File: src/rtl/srcg_pkg.sv
package srcg_pkg;

    localparam int DATA_W   = 32;
    localparam int ADDR_W   = 4;
    localparam int SRST_BIT = 31;
    localparam int GATE_BIT = 30;

    // Alias selected by address bits [3:2]
    typedef enum logic [1:0] {
        OP_LOAD = 2'd0,
        OP_SET  = 2'd1,
        OP_CLR  = 2'd2,
        OP_INV  = 2'd3
    } alias_op_e;

    typedef struct packed {
        logic srst;
        logic gate;
    } ctl_bits_t;

    function automatic ctl_bits_t alias_apply(alias_op_e op, ctl_bits_t cur, ctl_bits_t wv);
        ctl_bits_t r;
        case (op)
            OP_LOAD: r = wv;
            OP_SET: begin
                r.srst = cur.srst | wv.srst;
                r.gate = cur.gate | wv.gate;
            end
            OP_CLR: begin
                r.srst = cur.srst & ~wv.srst;
                r.gate = cur.gate & ~wv.gate;
            end
            default: begin
                r.srst = cur.srst ^ wv.srst;
                r.gate = cur.gate ^ wv.gate;
            end
        endcase
        return r;
    endfunction

endpackage

File: src/rtl/srcg_alias_dec.sv
module srcg_alias_dec
    import srcg_pkg::*;
(
    input  logic      wr_en_i,
    input  alias_op_e op_i,
    input  ctl_bits_t wval_i,
    input  ctl_bits_t cur_i,
    output ctl_bits_t nxt_o
);

    always_comb begin
        if (wr_en_i) begin
            nxt_o = alias_apply(op_i, cur_i, wval_i);
        end else begin
            nxt_o = cur_i;
        end
    end

endmodule

File: src/rtl/srcg_gate_seq.sv
module srcg_gate_seq
    import srcg_pkg::*;
#(
    parameter int GATE_DELAY = 4
) (
    input  logic      clk_i,
    input  logic      rst_i,
    input  ctl_bits_t cur_i,
    output logic      fire_o
);

    localparam int CNT_W = (GATE_DELAY > 1) ? $clog2(GATE_DELAY) : 1;
    localparam logic [CNT_W-1:0] LAST = CNT_W'(GATE_DELAY - 1);

    logic [CNT_W-1:0] cnt_q;
    logic             armed;

    assign armed  = cur_i.srst & ~cur_i.gate;
    assign fire_o = armed & (cnt_q == LAST);

    always_ff @(posedge clk_i) begin
        if (rst_i || !armed || fire_o) begin
            cnt_q <= '0;
        end else begin
            cnt_q <= cnt_q + 1'b1;
        end
    end


    no_cnt_overrun_chk: assert property (@(posedge clk_i) disable iff (rst_i)
        cnt_q <= LAST);


    cnt_idle_chk: assert property (@(posedge clk_i) disable iff (rst_i)
        !armed |=> cnt_q == '0);

endmodule

File: src/rtl/srcg_ctrl.sv
module srcg_ctrl
    import srcg_pkg::*;
#(
    parameter int GATE_DELAY = 4
) (
    input  logic              clk_i,
    input  logic              rst_i,
    input  logic              wr_en_i,
    input  logic [ADDR_W-1:0] addr_i,
    input  logic [DATA_W-1:0] wdata_i,
    output logic [DATA_W-1:0] rdata_o,
    output logic              periph_rst_o,
    output logic              periph_clk_en_o
);

    ctl_bits_t cur_q;
    ctl_bits_t wval;
    ctl_bits_t wnxt;
    alias_op_e op;
    logic      fire;
    logic      unused_inputs;

    assign op        = alias_op_e'(addr_i[3:2]);
    assign wval.srst = wdata_i[SRST_BIT];
    assign wval.gate = wdata_i[GATE_BIT];
    assign unused_inputs = ^{addr_i[1:0], wdata_i[29:0]};

    srcg_alias_dec u_dec (
        .wr_en_i (wr_en_i),
        .op_i    (op),
        .wval_i  (wval),
        .cur_i   (cur_q),
        .nxt_o   (wnxt)
    );

    srcg_gate_seq #(.GATE_DELAY(GATE_DELAY)) u_seq (
        .clk_i  (clk_i),
        .rst_i  (rst_i),
        .cur_i  (cur_q),
        .fire_o (fire)
    );

    always_ff @(posedge clk_i) begin
        if (rst_i) begin
            cur_q.srst <= 1'b1;
            cur_q.gate <= 1'b1;
        end else begin
            cur_q.srst <= wnxt.srst;
            cur_q.gate <= wnxt.gate | fire;
        end
    end

    always_comb begin
        rdata_o           = '0;
        rdata_o[SRST_BIT] = cur_q.srst;
        rdata_o[GATE_BIT] = cur_q.gate;
    end

    assign periph_rst_o    = cur_q.srst;
    assign periph_clk_en_o = ~cur_q.gate;


    reset_state_chk: assert property (@(posedge clk_i)
        rst_i |=> (periph_rst_o && !periph_clk_en_o));


    auto_gate_chk: assert property (@(posedge clk_i) disable iff (rst_i)
        fire |=> !periph_clk_en_o);


    collide_srst_chk: assert property (@(posedge clk_i) disable iff (rst_i)
        (fire && wr_en_i && op == OP_CLR && wval.srst) |=> !periph_rst_o);


    set_srst_chk: assert property (@(posedge clk_i) disable iff (rst_i)
        (wr_en_i && op == OP_SET && wval.srst) |=> periph_rst_o);


    clr_gate_chk: assert property (@(posedge clk_i) disable iff (rst_i)
        (wr_en_i && op == OP_CLR && wval.gate && !fire) |=> periph_clk_en_o);


    srst_hold_chk: assert property (@(posedge clk_i) disable iff (rst_i)
        !wr_en_i |=> $stable(periph_rst_o));


    gate_hold_chk: assert property (@(posedge clk_i) disable iff (rst_i)
        (!wr_en_i && !periph_rst_o) |=> $stable(periph_clk_en_o));

endmodule

File: config.mk
export PLATFORM = sky130hd
export DESIGN_NAME = srcg_ctrl
export DESIGN_NICKNAME = d
export VERILOG_FILES = /design/src/rtl/srcg_pkg.sv /design/src/rtl/srcg_alias_dec.sv /design/src/rtl/srcg_gate_seq.sv /design/src/rtl/srcg_ctrl.sv
export SDC_FILE = /design/constraint.sdc
export NUM_CORES = 1
export LEC_CHECK = 0
export BUFFER_PORTS_ARGS = -buffer_cell sky130_fd_sc_hd__buf_2
export CORE_MARGIN = 2
export CORE_UTILIZATION = 31
export DETAILED_ROUTE_END_ITERATION = 10
export MAX_ROUTING_LAYER = met4
export PLACE_DENSITY = 0.94
export SETUP_SLACK_MARGIN = 0.4
export SLEW_MARGIN = 5
export SYNTH_ARGS = -nofsm -noshare
export SYNTH_HDL_FRONTEND = slang
export SYNTH_SLANG_ARGS = --single-unit
File: constraint.sdc
create_clock -name clk_i -period 3.98 [get_ports clk_i]
set_clock_uncertainty 0.15 [all_clocks]
set_input_delay 0.597 -clock clk_i [delete_from_list [all_inputs] [get_ports clk_i]]
set_output_delay 0.597 -clock clk_i [all_outputs]
set_load 0.005 [all_outputs]
==> results of run 1 <==
[final timing paths]
| kind | start | endpoint | slack, ns | depth (start not counted) |
|---|---|---|---|---|
| worst max-delay path | periph_rst_o | periph_rst_o | 2.15 | 4 |
| worst min-delay path | u_seq.cnt_q[0] | u_seq.cnt_q[0] | 0.29 | 1 |
| worst max register to register | periph_rst_o | periph_rst_o | 2.15 | 4 |
| worst min register to register | u_seq.cnt_q[0] | u_seq.cnt_q[0] | 0.29 | 1 |
[cells in the final DEF (no fill, tap or decap), drive strengths merged]
| cell type | netlist | final |
|---|---|---|
| a211o | 2 | 2 |
| a21oi | 2 | 2 |
| buf | 31 | 10 |
| clkbuf | 0 | 3 |
| conb | 1 | 30 |
| dfxtp | 4 | 4 |
| ha | 5 | 5 |
| inv | 6 | 6 |
| mux4 | 2 | 2 |
| nand2 | 1 | 1 |
| nor2 | 1 | 1 |
| nor4 | 1 | 1 |
| nor4b | 1 | 1 |
[layout make-up]
| class | instances | area [um2] |
|---|---|---|
| Fill cell | 187 | 1050 |
| Multi-Input combinational cell | 45 | 278 |
| Sequential cell | 4 | 80.1 |
| Timing Repair Buffer | 10 | 50.0 |
| Clock buffer | 3 | 22.5 |
| Inverter | 6 | 22.5 |
| Tap cell | 16 | 20.0 |
[per-layer routing]
layer  wire (um)  part of all wire (%)
met2         364                    52
met5           0                     0
met1         237                    34
met4           0                     0
met3          94                    14
[through the flow]
stage               cell area, um2  hold slack [ns]
global placement               450            0.262
CTS                            473            0.288
detailed placement             450            0.282
finish                         473            0.288
floorplan                      613            0.254
global route                   473            0.318
[state kept, by name, summed over array words and instances, names as in the netlist]
signal and flops:
periph_rst_o 1, rdata_o 1, u_seq.cnt_q 2
[cells by family after synthesis]
family	after synthesis	share of synthesized area [%]
AOI/OAI and AO/OA	4	5.46
adders and majority gates	5	12.4
buffers and inverters	37	50.6
DFF	4	15.9
muxes	2	10.4
other	1	0.744
and+or+nand+nor	4	4.47
[cells in the mapped netlist, drive strengths merged]
library cell	n	area [um2]
buf	31	233
inv	6	22.5
dfxtp	4	80.1
mux4	2	52.6
a21oi	2	10.0
nor4	1	6.26
nor2	1	3.75
a211o	2	17.5
ha	5	62.6
conb	1	3.75
nor4b	1	8.76
nand2	1	3.75
[critical path, cell delays in order, from the launching register on]
cell and delay, ns:
dfxtp_1 0.43, inv_1 0.09, ha_1 0.27, mux4_1 0.48, a211o_1 0.30
[report_power, final]
part           leakage (nW)  internal, mW  switching [mW]  total, mW
sequential           0.0328        0.0427         0.00301     0.0457
combinational         0.243        0.0119          0.0161     0.0280
clock                0.0138        0.0338          0.0173     0.0511
==> results.rst, run 1 <==
.. list-table::
   :header-rows: 1

   * - Metric
     - Value
   * - Final min period
     - about 1.8 ns
   * - Worst-case setup slack after placement
     - 1.90 ns
   * - Maximum fanout encountered on the critical timing path
     - 6
   * - Kind of end point of the critical path
     - flop
   * - Clock tree root driver cell
     - clkbuf_4
   * - # rows
     - 14
   * - FF+latch count, synth
     - 4
   * - Pleak
     - 0.289 nW
   * - Post-synthesis area per instance
     - 8.85 um2
   * - Area of the die
     - roughly 0.0020 mm2
   * - Unrepaired setup endpoints after global routing
     - false
   * - First-pass detailed-route iteration total
     - 1
   * - Post-route setup TNS
     - 0 ns
   * - Vias in the first global route
     - slightly below 300
   * - Number of nets in the final layout
     - about 110
   * - Antenna cells
     - 0
   * - Gates resized, CTS repair
     - 0
   * - Sink count of the clock tree
     - 4
   * - I/O pin cnt
     - 73
   * - Number of setup buffers added after CTS
     - 0
   * - Total gr overflow
     - 0
   * - Final wirelength
     - ~700 um
   * - Proportion of layout cells with a drive suffix above 1
     - between 10% and 20%
   * - Remaining design rule violation count
     - 0
   * - DP Cell Count
     - 81
   * - Cells after synthesis
     - 57
   * - DR WL/cell
     - roughly 8.3 um
   * - Non-filler cells in the finished layout
     - 84
   * - Fmax
     - roughly 550 MHz
   * - Outcome
     - finished, final reports clean
   * - Worst vdd rail ir drop
     - about 0.10 mV
   * - H-tree levels
     - 1
   * - Via density per instance
     - about 3.6
   * - Count of synthesis-stage warnings from yosys
     - 0
   * - Met2 usage
     - about 14%
   * - Number of maximum-capacitance violations
     - 0
   * - Arrival time at the worst endpoint
     - around 1.8 ns
   * - Synth unique cells
     - 12
   * - Final hold viol count
     - 0
   * - Num CTS Buffers
     - 3
   * - Initial standard-cell utilization of the core
     - about a third
   * - Hold crit path type
     - flop to flop
   * - Final weighted congestion in routability-driven placement
     - slightly above 0.6
   * - Post-DP HPWL
     - 603 um
   * - CTS tree
     - yes
   * - Final worst setup slack
     - 2.15 ns
   * - Type of the setup path with the least slack
     - flop to flop
   * - Pin count of the biggest net entering global routing
     - 7
   * - Post-synth design cell area
     - approximately 500 um2
   * - Final worst path period share
     - 46.0%
   * - Power density over cell area
     - approximately 260 mW/mm2
   * - Global Route Usage Sum
     - 8.86%
   * - CP required
     - 3.95 ns
   * - CTS clk-pin slew, worst paths
     - roughly 0.04 ns
   * - X dimension of the die
     - between 40 and 50 um
   * - Port Buffers
     - 10
   * - Util after Layout
     - between 30% and 40%
   * - First-pass GRT wire length
     - 1.14 mm
   * - Iteration-0 DRC Markers
     - 0
   * - # setup viols final
     - 0
   * - Die Y-Extent
     - between 40 and 50 um
   * - Portion of the post-synthesis area used by sequential elements
     - between 15 and 20%
   * - Deepest clock path buffer count
     - 2
   * - Met1 track demand over resource
     - under 10%
   * - M3 GR Usage
     - between 4 and 5%
   * - Clock latency on the worst-skew pair
     - ~0.23 ns
   * - Number of vias in the routed layout
     - about 310
   * - Total power draw
     - roughly 0.12 mW
   * - Antenna-violating nets left
     - 0
   * - Layout-stage area growth over the synthesis result
     - -6.20%
   * - Core box area
     - between 0.0015 and 0.002 mm2
   * - Cts-stage hold buffer count
     - 0
   * - Final Max Slew Viols
     - 0
   * - Crit start category
     - flop
   * - Antenna violations before repair
     - 0
   * - GR peak layer
     - met2
Note: power is estimated with default switching activity, not from simulation.
==> run 2: changes to the inputs <==
Settings changed: CORE_UTILIZATION 31 to 29, PLACE_DENSITY 0.94 to 0.89.
Clock period 3.98 ns to 1.9 ns, I/O delays scaled along.
==> run 2 against run 1 <==
Against the previous run:
- wire length grew 7.2%
- final cell count rose by 3.6%
- core utilization down 0.52 points
- clock power increased by 130%
- sequential power is 110% higher
- combinational power rose to 2.6 times the previous value
- via count grew 5.9%
- power grew 130%
- highest routed layer unchanged
==> results.rst, run 2 (same netlist as run 1, synthesis figures left out) <==
.. list-table::
   :header-rows: 1

   * - Metric
     - Value
   * - Int Pwr
     - 0.200 mW (+130%)
   * - Number of nets in the final layout
     - 115 (+0.88%)
   * - Pleak
     - 0.282 nW (-2.4%)
   * - CTS clk-pin slew, worst paths
     - 0.04 ns (about the same)
   * - Bufs and invs on worst path
     - 1 (unchanged)
   * - Power density over cell area
     - 551 mW/mm2 (+110%)
   * - Number of flip-flops in the largest register
     - 2 (unchanged)
   * - Fraction of power consumed by combinational cells
     - 25.3% (+2.9 points)
   * - Post-DP HPWL
     - 648 um (+7.4%)
   * - CP required
     - 1.86 ns (-2.09 ns)
   * - Hold crit path type
     - input port to flop
   * - Final hold viol count
     - 0 (unchanged)
   * - Number of maximum-capacitance violations
     - 0 (unchanged)
   * - Switching fraction of total power
     - 29.7% (+0.47 points)
   * - Post-route setup TNS
     - 0 ns (unchanged)
   * - Critical path cell sequence
     - inv_4 -> ha_4 -> mux4_2 -> a211o_1
   * - Final weighted congestion in routability-driven placement
     - 0.742 (+20%)
   * - # setup viols final
     - 0 (unchanged)
   * - Antenna cells
     - 0 (unchanged)
   * - Kind of end point of the critical path
     - flop
   * - Fmax
     - 617 MHz (+13%)
   * - Clock latency on the worst-skew pair
     - 0.24 ns (about the same)
   * - Crit start category
     - flop
   * - DR WL/cell
     - 8.57 um (+3.5%)
   * - Clock Power Share
     - 40.9% (about the same)
   * - Largest register by flop count
     - u_seq.cnt_q
   * - First-pass GRT wire length
     - 1.15 mm (+0.62%)
   * - Initial standard-cell utilization of the core
     - 29.9% (-3.2 points)
   * - Unrepaired setup endpoints after global routing
     - true
   * - Sequential cell area in the final layout
     - 87.6 um2 (+9.4%)
   * - Antenna violations before repair
     - 0 (unchanged)
   * - Die Y-Extent
     - 45.7 um (+3.1%)
   * - Sink count of the clock tree
     - 4 (unchanged)
   * - Vias in the first global route
     - 279 (-3.8%)
   * - Remaining design rule violation count
     - 0 (unchanged)
   * - Antenna-violating nets left
     - 0 (unchanged)
   * - Type of the setup path with the least slack
     - flop to flop
   * - Deepest clock path buffer count
     - 2 (unchanged)
   * - Number of vias in the routed layout
     - 323 (+5.9%)
   * - Non-filler cells in the finished layout
     - 87 (+3.6%)
   * - Arrival time at the worst endpoint
     - 1.58 ns (-0.22 ns)
   * - First-pass detailed-route iteration total
     - 2 (+1)
   * - Area of combinational cells with multiple inputs
     - 295 um2 (+6.3%)
   * - Total gr overflow
     - 0 (unchanged)
   * - Global Route Usage Sum
     - 8.51% (-0.35 points)
   * - Final Max Slew Viols
     - 0 (unchanged)
   * - Area of the die
     - 0.00209 mm2 (+6.3%)
   * - Layout-stage area growth over the synthesis result
     - 2.23%
   * - Port Buffers
     - 10 (unchanged)
   * - Cts-stage hold buffer count
     - 0 (unchanged)
   * - Num CTS Buffers
     - 3 (unchanged)
   * - Most common library cell in the layout ignoring fill and taps
     - conb_1
   * - Final worst path period share
     - 85.3% (+39 points)
   * - Via density per instance
     - 3.71 (+2.2%)
   * - Proportion of layout cells with a drive suffix above 1
     - 31.4% (+12 points)
   * - Pin count of the biggest net entering global routing
     - 6 (-1)
   * - DP Cell Count
     - 82 (+1.2%)
   * - Net switching power
     - 0.0843 mW (+130%)
   * - Final min period
     - 1.62 ns (-0.210 ns)
   * - Iteration-0 DRC Markers
     - 3 (+3)
   * - Outcome
     - finished, final reports clean
   * - Number of filler instances in the final layout
     - 178 (-4.8%)
   * - Delay of the slowest cell on the worst path
     - 0.46 ns (-0.02 ns)
   * - Maximum fanout encountered on the critical timing path
     - 5 (-1)
   * - # rows
     - 15 (+1)
   * - X dimension of the die
     - 45.7 um (+3.1%)
   * - Core box area
     - 0.00169 mm2 (+11%)
   * - CTS tree
     - yes
   * - Final wirelength
     - 746 um (+7.2%)
   * - Slowest cell on the critical path
     - mux4_2
   * - I/O pin cnt
     - 73 (unchanged)
   * - Family with the most delay on the worst path
     - multiplexers
   * - Seq pwr share
     - 33.8% (-2.8 points)
   * - Clock tree root driver cell
     - clkbuf_4
   * - H-tree levels
     - 1 (unchanged)
   * - Most used cells in the layout excluding fill and tap cells
     - conb_1 (30), buf_2 (10), inv_1 (4)
   * - Worst vdd rail ir drop
     - 0.169 mV (+62%)
[run 2: worst paths after layout]
| path | cells after the start | start | endpoint | slack, ns |
|---|---|---|---|---|
| max | 4 | rdata_o[30] | rdata_o[30] | 0.28 |
| min | 2 | rst_i | u_seq.cnt_q[1] | 0.12 |
| max reg2reg | 4 | rdata_o[30] | rdata_o[30] | 0.28 |
| min reg2reg | 1 | u_seq.cnt_q[0] | u_seq.cnt_q[0] | 0.28 |
[run 2: metrics by stage]
stage	area (um2)	setup slack, ns	power, mW	utilization [%]	hold slack, ns
global route	515	0.253	0.311	30.5	0.118
CTS	513	0.268	0.289	30.4	0.116
finish	515	0.279	0.284	30.5	0.121
detailed placement	474	0.166	0.165	28.1	0.285
floorplan	636	0.324	0.186	-	0.212
global placement	474	0.221	0.158	28.1	0.263
[run 2: power groups by stage]
stage	combinational [mW]	sequential (mW)	clock, mW
after floorplan	0.0898	0.0966	0
after global placement	0.0613	0.0971	0
after detailed placement	0.0673	0.0981	0
after CTS	0.0719	0.0956	0.122
after global routing	0.0836	0.0969	0.131
final	0.0719	0.0961	0.116
[run 2: worst reg2reg max path: cells and delay by family, from the launching register on]
kind                     cells  cell delay, ns
buffers and inverters        1            0.05
multiplexers                 1            0.46
flip-flops                   1            0.37
AO/OA/AOI/OAI                1            0.27
adder cells (fa/ha/maj)      1            0.20
[run 2: per-layer routing]
metal | global-route usage [%] | vias up | share of wire (%)
met5 | - | - | 0
met4 | 6.86 | 0 | 0
met3 | 1.19 | 0 | 9.9
met2 | 15.8 | 30 | 53
met1 | 7.43 | 143 | 36
li1 | - | 150 | -
[run 2: area by class of cell]
cell class              instances  area share (%)
multi-input cells              45            57.3
repair buffers                 11            11.2
well taps                      17            4.13
clock buffers                   4            5.10
flip-flops and latches          4            17.0
inverters                       6            5.34
[run 2: repair_timing]
action / CTS / global route
setup endpoints to repair: 2 / 2
buffers inserted: 1 / 0
resized for setup: 2 / 1
cloned: 0 / 0
==> run 3: changes to the inputs <==
Settings changed: GPL_TIMING_DRIVEN from default to 0, RECOVER_POWER from default to 25.
==> run 3 against run 2 <==
Against the previous run:
- first-iteration DRC count is 33% lower
- maximum frequency is 1.2% higher
- non-clock buffer count is 32 higher
- highest routed layer unchanged
- count of clock-buffer cells in the layout stayed put
- worst setup slack better by 0.020 ns
- die area stayed put
==> results.rst, run 3 (same netlist as run 1, synthesis figures left out) <==
.. list-table::
   :header-rows: 1

   * - Metric
     - Value
   * - Number of maximum-capacitance violations
     - 0 (unchanged)
   * - # setup viols final
     - 0 (unchanged)
   * - Util after Layout
     - 44.7% (+14 points)
   * - R2r setup slk
     - 0.30 ns (+0.02 ns)
   * - Die Y-Extent
     - 45.7 um (unchanged)
   * - Worst setup path start
     - rdata_o[30]
   * - Antenna violations before repair
     - 0 (unchanged)
   * - Num CTS Buffers
     - 3 (unchanged)
   * - Pleak
     - 0.455 nW (+61%)
   * - Largest register by flop count
     - u_seq.cnt_q
   * - Global Route Usage Sum
     - 9.17% (+0.66 points)
   * - First-pass detailed-route iteration total
     - 2 (unchanged)
   * - Worst vdd rail ir drop
     - 0.233 mV (+38%)
   * - Layout-stage area growth over the synthesis result
     - 49.9%
   * - Final worst path period share
     - 84.3% (-1.1 points)
   * - CTS tree
     - yes
   * - Vias in the first global route
     - 329 (+18%)
   * - Number of flip-flops in the largest register
     - 2 (unchanged)
   * - Initial standard-cell utilization of the core
     - 29.9% (unchanged)
   * - X dimension of the die
     - 45.7 um (unchanged)
   * - CP required
     - 1.87 ns (about the same)
   * - Maximum fanout encountered on the critical timing path
     - 4 (-1)
   * - First-pass GRT wire length
     - 1.27 mm (+11%)
   * - Worst-case setup slack after placement
     - 0.181 ns (+0.0153 ns)
   * - Fmax
     - 625 MHz (+1.2%)
   * - Final min period
     - 1.60 ns (-0.0200 ns)
   * - Endpoint of the most critical register-to-register path
     - rdata_o[30]
   * - Final worst setup slack
     - 0.299 ns (+0.0200 ns)
   * - Most used cells in the layout excluding fill and tap cells
     - buf_4 (33), conb_1 (30), buf_2 (10)
   * - Arrival time at the worst endpoint
     - 1.57 ns (about the same)
   * - Proportion of layout cells with a drive suffix above 1
     - 52.9% (+22 points)
   * - Deepest clock path buffer count
     - 2 (unchanged)
   * - Area of the die
     - 0.00209 mm2 (unchanged)
   * - Outcome
     - finished, final reports clean
   * - Total gr overflow
     - 0 (unchanged)
   * - Final Max Slew Viols
     - 0 (unchanged)
   * - # rows
     - 15 (unchanged)
   * - Worst setup endpoint
     - rdata_o[30]
   * - Antenna-violating nets left
     - 0 (unchanged)
   * - Post-DP HPWL
     - 776 um (+20%)
   * - Critical path cell sequence
     - inv_4 -> ha_4 -> mux4_2 -> a211o_1
   * - Clock tree root driver cell
     - clkbuf_4
   * - Post-route setup TNS
     - 0 ns (unchanged)
   * - Iteration-0 DRC Markers
     - 2 (-1)
   * - Antenna cells
     - 0 (unchanged)
   * - Sink count of the clock tree
     - 4 (unchanged)
   * - Hold crit path type
     - input port to flop
   * - Final weighted congestion in routability-driven placement
     - 0.745 (+0.32%)
   * - Most common library cell in the layout ignoring fill and taps
     - buf_4
   * - Slowest cell on the critical path
     - mux4_2
   * - Number of filler instances in the final layout
     - 173 (-2.8%)
   * - Startpoint of the most critical register-to-register path
     - rdata_o[30]
   * - Type of the setup path with the least slack
     - flop to flop
   * - Pin count of the biggest net entering global routing
     - 6 (unchanged)
   * - Kind of end point of the critical path
     - flop
   * - Final wirelength
     - 874 um (+17%)
   * - Met3 WL post-DR
     - 149 um (+100%)
   * - Number of cells traversed by the worst register-to-register path
     - 4 (unchanged)
   * - Hold slack
     - 0.112 ns (-0.00827 ns)
   * - Port Buffers
     - 10 (unchanged)
   * - Delay of the slowest cell on the worst path
     - 0.46 ns (about the same)
   * - Unrepaired setup endpoints after global routing
     - true
   * - Remaining design rule violation count
     - 0 (unchanged)
   * - Number of vias in the routed layout
     - 412 (+28%)
   * - Met2 WL post-DR
     - 436 um (+9.3%)
   * - Clock latency on the worst-skew pair
     - 0.24 ns (about the same)
   * - Uppermost routed layer
     - met3
   * - H-tree levels
     - 1 (unchanged)
   * - DR WL/cell
     - 7.34 um (-14%)
   * - Met1 routed wirelength after detailed routing
     - 289 um (+6.3%)
   * - Via density per instance
     - 3.46 (-6.7%)
   * - Crit start category
     - flop
   * - I/O pin cnt
     - 73 (unchanged)
   * - Core box area
     - 0.00169 mm2 (unchanged)
   * - Number of nets in the final layout
     - 147 (+28%)
   * - Power density over cell area
     - 443 mW/mm2 (-20%)
   * - CTS clk-pin slew, worst paths
     - 0.04 ns (about the same)
   * - Final hold viol count
     - 0 (unchanged)
run 3: cell count changes in the layout (fill, tap and decap cells not counted):
| cell | delta |
|---|---|
| buf_4 | +32 |
run 3: critical path, delay by kind of cell, from the launching register on:
family          cells  cell delay, ns
mux                 1            0.46
flops               1            0.37
compound gates      1            0.27
fa+ha+maj           1            0.20
buf+inv             1            0.05
run 3: where the power goes:
| group | switching, mW | internal, mW | leakage [nW] | total (mW) |
|---|---|---|---|---|
| Sequential | 0.00668 | 0.0893 | 0.0330 | 0.0960 |
| Combinational | 0.0488 | 0.0744 | 0.407 | 0.123 |
| Clock | 0.0365 | 0.0789 | 0.0150 | 0.115 |
| Total | 0.0920 | 0.243 | 0.455 | 0.335 |
run 3: cell type report:
cell class	count	area (um2)	share of cell area (%)
plain buffers	31	233	30.8
repair buffers	12	65.1	8.61
clock buffers	4	26.3	3.48
inverters	6	27.5	3.64
well taps	17	21.3	2.81
multi-input cells	45	295	39.1
flip-flops and latches	4	87.6	11.6
run 3: worst min path at each step:
stage,start,end,slack (ns),depth (start not counted)
2_1_floorplan,rst_i,u_seq.cnt_q[1],0.21,1
3_3_place_gp,u_seq.cnt_q[0],u_seq.cnt_q[0],0.26,1
3_5_place_dp,u_seq.cnt_q[0],u_seq.cnt_q[0],0.28,1
4_1_cts,rst_i,u_seq.cnt_q[0],0.11,2
5_1_grt,rst_i,u_seq.cnt_q[1],0.11,2
6_report,rst_i,u_seq.cnt_q[0],0.11,2
run 3: timing repair:
action                                  4_1_cts  5_1_grt
endpoints found under the setup margin        2        2
gates cloned                                  0        0
resized for setup                             3        0
pin swaps                                     0        0
buffers inserted                              1        1
hold buffers                                  0        0
run 3: stage by stage:
stage | power, mW | area, um2 | instances
2_1_floorplan | 0.186 | 636 | 86
3_3_place_gp | 0.205 | 707 | 113
3_5_place_dp | 0.212 | 707 | 113
4_1_cts | 0.335 | 748 | 118
5_1_grt | 0.365 | 756 | 119
6_report | 0.335 | 756 | 119
run 3: routing by layer:
metal,global-route usage (%),up-vias
met5,-,-
met4,5.71,0
met1,6.94,167
li1,-,213
met2,16.9,32
met3,4.37,0
